`src/rtl/i2c_mem_reader.sv`:
```
module i2c_mem_reader #(
  parameter int DEPTH = 512,
  parameter logic [6:0] DEV_ADDR = 7'h57
) (
  input  logic clk,
  input  logic rst_n,
  input  logic scl_i,
  input  logic sda_i,
  output logic sda_o,
  output logic sda_oe,
  output logic [$clog2(DEPTH)-1:0] mem_addr,
  input  logic [7:0] mem_rdata
);
  localparam int AW = $clog2(DEPTH);

  typedef enum logic [3:0] {
    S_IDLE, S_ADDR, S_ACKA, S_HI, S_ACKH, S_LO, S_ACKL, S_HOLD, S_RD, S_RACK
  } state_t;

  state_t st;
  logic [1:0] scl_sy, sda_sy;
  logic scl_q, sda_q;
  logic [3:0] cnt;
  logic [7:0] rx, tx, hi;
  logic rd, mack;
  logic [AW-1:0] ptr;

  wire scl_s = scl_sy[1];
  wire sda_s = sda_sy[1];
  wire rise  = scl_s & ~scl_q;
  wire fall  = ~scl_s & scl_q;
  wire start_det = scl_s & scl_q & sda_q & ~sda_s;
  wire stop_det  = scl_s & scl_q & ~sda_q & sda_s;

  always_ff @(posedge clk or negedge rst_n) begin
    if (!rst_n) begin
      scl_sy <= 2'b11;
      sda_sy <= 2'b11;
      scl_q  <= 1'b1;
      sda_q  <= 1'b1;
    end else begin
      scl_sy <= {scl_sy[0], scl_i};
      sda_sy <= {sda_sy[0], sda_i};
      scl_q  <= scl_s;
      sda_q  <= sda_s;
    end
  end

  always_ff @(posedge clk or negedge rst_n) begin
    if (!rst_n) begin
      st   <= S_IDLE;
      cnt  <= 4'd0;
      rx   <= 8'd0;
      tx   <= 8'hFF;
      hi   <= 8'd0;
      rd   <= 1'b0;
      mack <= 1'b0;
      ptr  <= '0;
    end else if (start_det) begin
      st  <= S_ADDR;
      cnt <= 4'd0;
    end else if (stop_det) begin
      st <= S_IDLE;
    end else begin
      case (st)
        S_ADDR, S_HI, S_LO: begin
          if (rise && cnt != 4'd8) begin
            rx  <= {rx[6:0], sda_s};
            cnt <= cnt + 4'd1;
          end else if (fall && cnt == 4'd8) begin
            cnt <= 4'd0;
            if (st == S_ADDR) begin
              if (rx[7:1] == DEV_ADDR) begin
                st <= S_ACKA;
                rd <= rx[0];
              end else begin
                st <= S_IDLE;
              end
            end else if (st == S_HI) begin
              hi <= rx;
              st <= S_ACKH;
            end else begin
              ptr <= AW'({hi, rx});
              st  <= S_ACKL;
            end
          end
        end
        S_ACKA: if (fall) begin
          if (rd) begin
            tx  <= mem_rdata;
            cnt <= 4'd0;
            st  <= S_RD;
          end else begin
            st <= S_HI;
          end
        end
        S_ACKH: if (fall) st <= S_LO;
        S_ACKL: if (fall) st <= S_HOLD;
        S_RD: if (fall) begin
          if (cnt == 4'd7) begin
            st  <= S_RACK;
            ptr <= ptr + 1'b1;
          end else begin
            tx  <= {tx[6:0], 1'b0};
            cnt <= cnt + 4'd1;
          end
        end
        S_RACK: begin
          if (rise) begin
            mack <= ~sda_s;
          end else if (fall) begin
            if (mack) begin
              tx  <= mem_rdata;
              cnt <= 4'd0;
              st  <= S_RD;
            end else begin
              st <= S_IDLE;
            end
          end
        end
        default: ;
      endcase
    end
  end

  assign sda_o    = 1'b0;
  assign sda_oe   = (st == S_ACKA) | (st == S_ACKH) | (st == S_ACKL) | ((st == S_RD) & ~tx[7]);
  assign mem_addr = ptr;


  oe_stable_chk: assert property (@(posedge clk) disable iff (!rst_n)
    (scl_s && scl_q && $past(scl_s)) |-> $stable(sda_oe));


  stop_idle_chk: assert property (@(posedge clk) disable iff (!rst_n)
    stop_det |=> (st == S_IDLE));


  no_match_chk: assert property (@(posedge clk) disable iff (!rst_n)
    (st == S_ADDR && fall && cnt == 4'd8 && rx[7:1] != DEV_ADDR) |=> !sda_oe);


  ptr_step_chk: assert property (@(posedge clk) disable iff (!rst_n)
    (st == S_RD && fall && cnt == 4'd7) |=> (ptr == $past(ptr) + 1'b1));


  nack_end_chk: assert property (@(posedge clk) disable iff (!rst_n)
    (st == S_RACK && fall && !mack) |=> (st == S_IDLE && !sda_oe));
endmodule

```
`config.mk`:
```
export PLATFORM = sky130hd
export DESIGN_NAME = i2c_mem_reader
export DESIGN_NICKNAME = d
export VERILOG_FILES = /design/src/rtl/i2c_mem_reader.sv
export SDC_FILE = /design/constraint.sdc
export NUM_CORES = 1
export LEC_CHECK = 0
export BUFFER_PORTS_ARGS = -buffer_cell sky130_fd_sc_hd__buf_2
export CORE_ASPECT_RATIO = 0.5
export CORE_MARGIN = 4
export CORE_UTILIZATION = 35
export DETAILED_ROUTE_END_ITERATION = 8
export PLACE_DENSITY = 0.62
export SYNTH_ARGS = -nofsm -noshare
export SYNTH_HDL_FRONTEND = slang
export SYNTH_SLANG_ARGS = --single-unit
```
`constraint.sdc`:
```
create_clock -name clk -period 1.8 [get_ports clk]
set_input_delay 0.27 -clock clk [delete_from_list [all_inputs] [get_ports clk]]
set_output_delay 0.27 -clock clk [all_outputs]
set_load 0.02 [all_outputs]
```
After elaboration in Yosys (flattened, before gate mapping)
Index checks and enable logic that the tools add are counted.
W data, S select, Z words.

storage, ports and cells
  register bits after elaboration = 42
  output and inout bits = 11
  logic and storage cells = 135

cells by class
  add/subtract/negate cells = 2
  equality and inequality tests = 42
  mux-type cells = 44
  bitwise gates (word level) = 20
  reduce and logical (&&, ||, !) cells = 15

operators by type and width
  cell                   number
  $mux W4                25
  $mux W8                7
  $mux W9                6
  $ne A4 B4 Y1 const B   11
  $reduce_and A10 Y1     3
  $ne A2 B2 Y1 const B   13
  $pmux W4 S6            1
  $pmux W8 S3            1
  $ne A3 B3 Y1 const B   7
  $pmux W9 S2            1
  $eq A4 B3 Y1 const B   4
  $pmux W4 S4            1
  $reduce_and A7 Y1      2
  $eq A4 B4 Y1 const B   3
  $add A9 B1 Y9 const B  1
  $not A1 Y1             9
  $reduce_and A9 Y1      1
  $and A1 B1 Y1          8
  $eq A4 B2 Y1 const B   2
  $reduce_and A4 Y1      2
  $reduce_bool A8 Y1     1
  $eq A7 B7 Y1 const B   1
  $reduce_bool A5 Y1     1
  $add A4 B1 Y4 const B  1
  7 further kinds        11

Depth between registers and ports, before layout
  word-level depth = 8
  mapped depth = 8

Worst setup path after synthesis
No wires, ideal clock.

  kind = register -> register
  from = register st[1]
  to = register tx[1]
  arrival = 1.892 ns
  required time = 1.718 ns
  setup slack = -0.174 ns
  stages on the path, launching flop included = 9
  path buffers = 3
  cells stage by stage = dfrtp_1 buf_6 nand2b_4 or3_1 buf_6 o211a_4 and3_4 buf_6 mux2_4

on the way
  cells in the longest elaborated chain, start to end = 3

ends and longest elaborated chain
  what                                                          RTL line  RTL
  from (decl)                                                   20        state_t st;
  from (signal assigned)                                        51        st <= S_IDLE;
  from (signal assigned)                                        60        st <= S_ADDR;
  from (signal assigned)                                        63        st <= S_IDLE;
  $eq A4 B4 Y1 or $eq A4 B2 Y1 (tied branches)                  65        case (st)
  $ne A2 B2 Y1 (no line) or $reduce_bool A3 Y1 (tied branches)  -
  $reduce_and A10 Y1 (no line)                                  -
  to (signal assigned)                                          90        tx <= mem_rdata;
  to (signal assigned)                                          104       tx <= {tx[6:0], 1'b0};
  to (signal assigned)                                          113       tx <= mem_rdata;
  to (decl)                                                     24        logic [7:0] rx, tx, hi;

Parallel ways exist; a longest one is shown, timed or not.
A chain may end at the register's enable or synchronous reset.

Final worst setup path
  from = register st[0]
  to = register ptr[0], in the netlist mem_addr[0]

on the way
  cells in the longest elaborated chain, start to end = 4

ends and longest elaborated chain
  what                                                          RTL line  RTL
  $eq A4 B1 Y1 (tied with other cells)                          65, 72
  $reduce_or A3 Y1                                              65
  $ne A2 B2 Y1 (no line) or $reduce_bool A2 Y1 (tied branches)  -
  $reduce_and A9 Y1 (no line)                                   -
  to (signal assigned)                                          83        ptr <= AW'({hi, rx});
  to (signal assigned)                                          102       ptr <= ptr + 1'b1;
  to (decl)                                                     26        logic [AW-1:0] ptr;

Parallel ways exist; a longest one is shown, timed or not.

==> key figures <==
Route
  • 1st-iter DRT viols: 91
  • Routed wire per std cell: between 15 and 20 µm
  • Via Count: around 2200
  • Number of routed nets with antenna violations: 0
  • Pre-antenna DRT Iters: 4
  • Drt total wl: slightly below 7000 µm
  • Drt via density: about 5.3
  • Drt drc: 0

Worst setup path
  • Cell Chain, Critical Path: or3b_1 -> a221oi_4 -> o211ai_4 -> clkbuf_16 -> a211o_1
  • Crit path kind: reg -> reg
  • Worst Path Max Fanout: 9
  • Slowest stage cell, crit path: dfrtp_2
  • R2R depth: 5
  • CP Capture Type: flop
  • Worst reg2reg startpoint: st[0]$_DFFE_PN0P_
  • Worst setup SP type: flop
  • Capture point of the worst reg-to-reg path: mem_addr[0]$_DFFE_PN0P_
  • Crit-path max cell delay: ~0.45 ns
  • Bufs and invs on worst path: 1
  • Largest delay share family, worst path: compound AO/OA/AOI/OAI gates
  • Critical Path AT: approximately 2.2 ns
  • Register-to-register setup slack: -0.25 ns
  • Critical Path RT: just under 2 ns

Layout
  • Finished Core Util: 53.6%
  • Layout cells sized above 1: between 40 and 50%
  • Area growth syn-to-layout: 46.7%
  • Fill cell count: 526
  • Layout Nets: 338
  • N_diodes: 0

GRT
  • Largest net degree at the start of global routing: 41
  • Total track usage: ~16%
  • Vias in the first global route: 2182
  • Initial antenna violation count: 0
  • Total global routing overflow: 0
  • First-pass GRT wire length: between 10000 and 15000 µm

Outcome
  • Status: complete, but fails checks
  • Failing checks: setup timing

CTS
  • CTS root buf: clkbuf_16
  • CTS tree: done
  • Clock Latency Late Sink: between 0.2 and 0.3 ns
  • Clk slew on worst S/H paths: 0.06 ns
  • H-tree level count: 2
  • Num CTS Buffers: 5
  • Clk sink count: 42
  • Clk buf depth: 2

Synth
  • Synthesized Nets: roughly 270
  • Post-synth EDFFs: 0
  • Yosys cell types: 60
  • Synthesized area: ~2500 µm²
  • Main synth FF type: dfrtp_1
  • Register area share after synthesis: 43.3%
  • Ys Warns: 0
  • Cells after Synth: between 200 and 300
  • Syn Area/Cell: between 9 and 10 µm²
  • Async SR Flop Fraction: between 90% and 100%
  • Synth Register Bits: 42

Die
  • Std cell rows: 21
  • Core ar.: around 6800 µm²
  • Die X: around 130 µm
  • I/O pin count: 23
  • DIE HEIGHT: between 60 and 70 µm
  • Die ar.: between 8000 and 9000 µm²
  • Initial Utilization: 36.5%

Timing
  • Slew headroom: 65.6%
  • Crit path time final: approximately 2.1 ns
  • Hold_ws: 0.0741 ns
  • Setup TNS: -3.63 ns
  • Crit share post-route: 114%
  • Final Slew Violations: 0
  • Setup Viol. Count Final: 28
  • Peak Freq: around 0.5 GHz
  • Setup WS post-layout: -0.254 ns
  • Worst Tran Pin Value: ~0.52 ns
  • Final Hold Fails: 0
  • RSZ-0062 raised after global routing: yes
  • Clock skew: between 0.003 and 0.004 ns

Placement
  • IO Port Bufs: 21
  • Post-DP HPWL: 4160 µm
  • Final GP Congestion: just over 0.9

Min path
  • Min-delay worst type: in -> reg
  • HP Start: scl_i
  • Hold Path End: scl_sy[0]$_DFF_PN1_
  • Hold Crit Depth: 1

Power and ir drop
  • PwrDens: approximately 1500 nW/µm²
  • Worst vdd ir: 0.000775 V
  • Leakage power: between 1.5 and 2 nW

Run
  • Max-cap violation count: 0
synthesized netlist by cell type, types with 4 or more instances:
| library cell | count | area, µm² |
|---|---|---|
| nand2_1 | 36 | 135 |
| nor2_1 | 15 | 56.3 |
| a21oi_1 | 12 | 60.1 |
| mux2i_1 | 4 | 40.0 |
| buf_2 | 5 | 25.0 |
| nand3b_1 | 4 | 30.0 |
| mux2_2 | 10 | 113 |
| nor2b_1 | 5 | 31.3 |
| a31oi_1 | 7 | 43.8 |
| mux2_4 | 7 | 105 |
| clkbuf_1 | 6 | 22.5 |
| dfrtp_1 | 28 | 701 |
| dfstp_2 | 14 | 368 |
| nand3_1 | 4 | 20.0 |
| o21ai_0 | 14 | 70.1 |
| and2_1 | 4 | 25.0 |
| inv_1 | 8 | 30.0 |
layout by cell type, fill, tap and decap left out, types with 5 or more instances in the layout:
cell type  synthesis  layout
buf_2              5      20
nand2_1           36      34
nor2_1            15      14
a31oi_1            7       7
inv_1              8       5
o21ai_1            1       9
clkbuf_16          0       7
dfstp_2           14      14
mux2_4             7       8
a21oi_1           12       9
buf_6              3      15
dfrtp_1           28      27
mux2_2            10       9
buf_4              1      35
layout make-up:
class                           instances  area, µm²  share of cell area (%)
Clock buffer                            6        129                    3.56
Timing Repair Buffer                   78        699                    19.3
Multi-Input combinational cell        188       1560                    43.1
Tap cell                               92        115                    3.18
Sequential cell                        42       1070                    29.6
Inverter                                8       32.5                   0.899
Clock inverter                          2       13.8                   0.380
logic make-up after synthesis:
logic type	synth area share (%)
AOI/OAI and AO/OA	17.9
xor gates and xnor gates	1.07
adders and majority gates	1.52
buffers and inverters	4.82
DFF	43.3
muxes	10.4
other	0.152
and+or+nand+nor	20.8
worst max path at each step:
stage	start	to	slack [ns]	depth (start not counted)
final	st[0]$_DFFE_PN0P_	mem_addr[0]$_DFFE_PN0P_	-0.25	5
after global placement	st[3]$_DFFE_PN0P_	st[1]$_DFFE_PN0P_	-0.15	7
after CTS	st[2]$_DFFE_PN0P_	sda_oe	-0.18	5
after floorplan	st[1]$_DFFE_PN0P_	tx[1]$_DFFE_PN1P_	-0.17	8
after global routing	st[0]$_DFFE_PN0P_	mem_addr[0]$_DFFE_PN0P_	-0.29	7
after detailed placement	st[0]$_DFFE_PN0P_	tx[6]$_DFFE_PN1P_	-0.20	6
state kept, by name, indices dropped and copies added, names as in the netlist, 2 cells and up:
name / count
mem_addr: 9
rx: 8
tx: 8
cnt: 4
st: 4
scl_sy: 2
sda_sy: 2
through the flow:
| step | total power [mW] | cells | instance area (µm²) | setup WS [ns] |
|---|---|---|---|---|
| 2_1_floorplan | 2.84 | 253 | 2490 | -0.174 |
| 3_3_place_gp | 3.51 | 387 | 2920 | -0.155 |
| 5_1_grt | 5.69 | 416 | 3620 | -0.290 |
| 6_report | 5.38 | 416 | 3620 | -0.254 |
| 3_5_place_dp | 3.57 | 387 | 2920 | -0.195 |
| 4_1_cts | 4.99 | 408 | 3360 | -0.184 |
layer usage:
layer | track usage [%] | part of all wire (%) | wire length (µm) | up-vias
met5 | 0 | 0 | 0 | -
met4 | 6.42 | 1.7 | 115 | 0
met3 | 3.87 | 4.3 | 299 | 8
met2 | 26.4 | 48 | 3290 | 60
met1 | 21.1 | 46 | 3210 | 1071
li1 | - | - | - | 1053
worst register-to-register path, stage by stage, from the launching register on:
cell	delay [ns]
dfrtp_2	0.45
or3b_1	0.43
a221oi_4	0.38
o211ai_4	0.19
clkbuf_16	0.20
a211o_1	0.29
power breakdown:
| part | switching (mW) | total (mW) | internal [mW] |
|---|---|---|---|
| Sequential | 0.293 | 1.60 | 1.31 |
| Clock | 0.389 | 0.904 | 0.515 |
| Combinational | 1.29 | 2.87 | 1.58 |
| Total | 1.97 | 5.38 | 3.41 |
timing repair:
action,CTS,global route
setup endpoints to repair,25,36
pin swaps,18,24
gates cloned,1,2
buffers inserted,11,7
hold buffers,1,0
resized for setup,51,31
hold endpoints to repair,2,0
(Power assumes the default switching activity.)
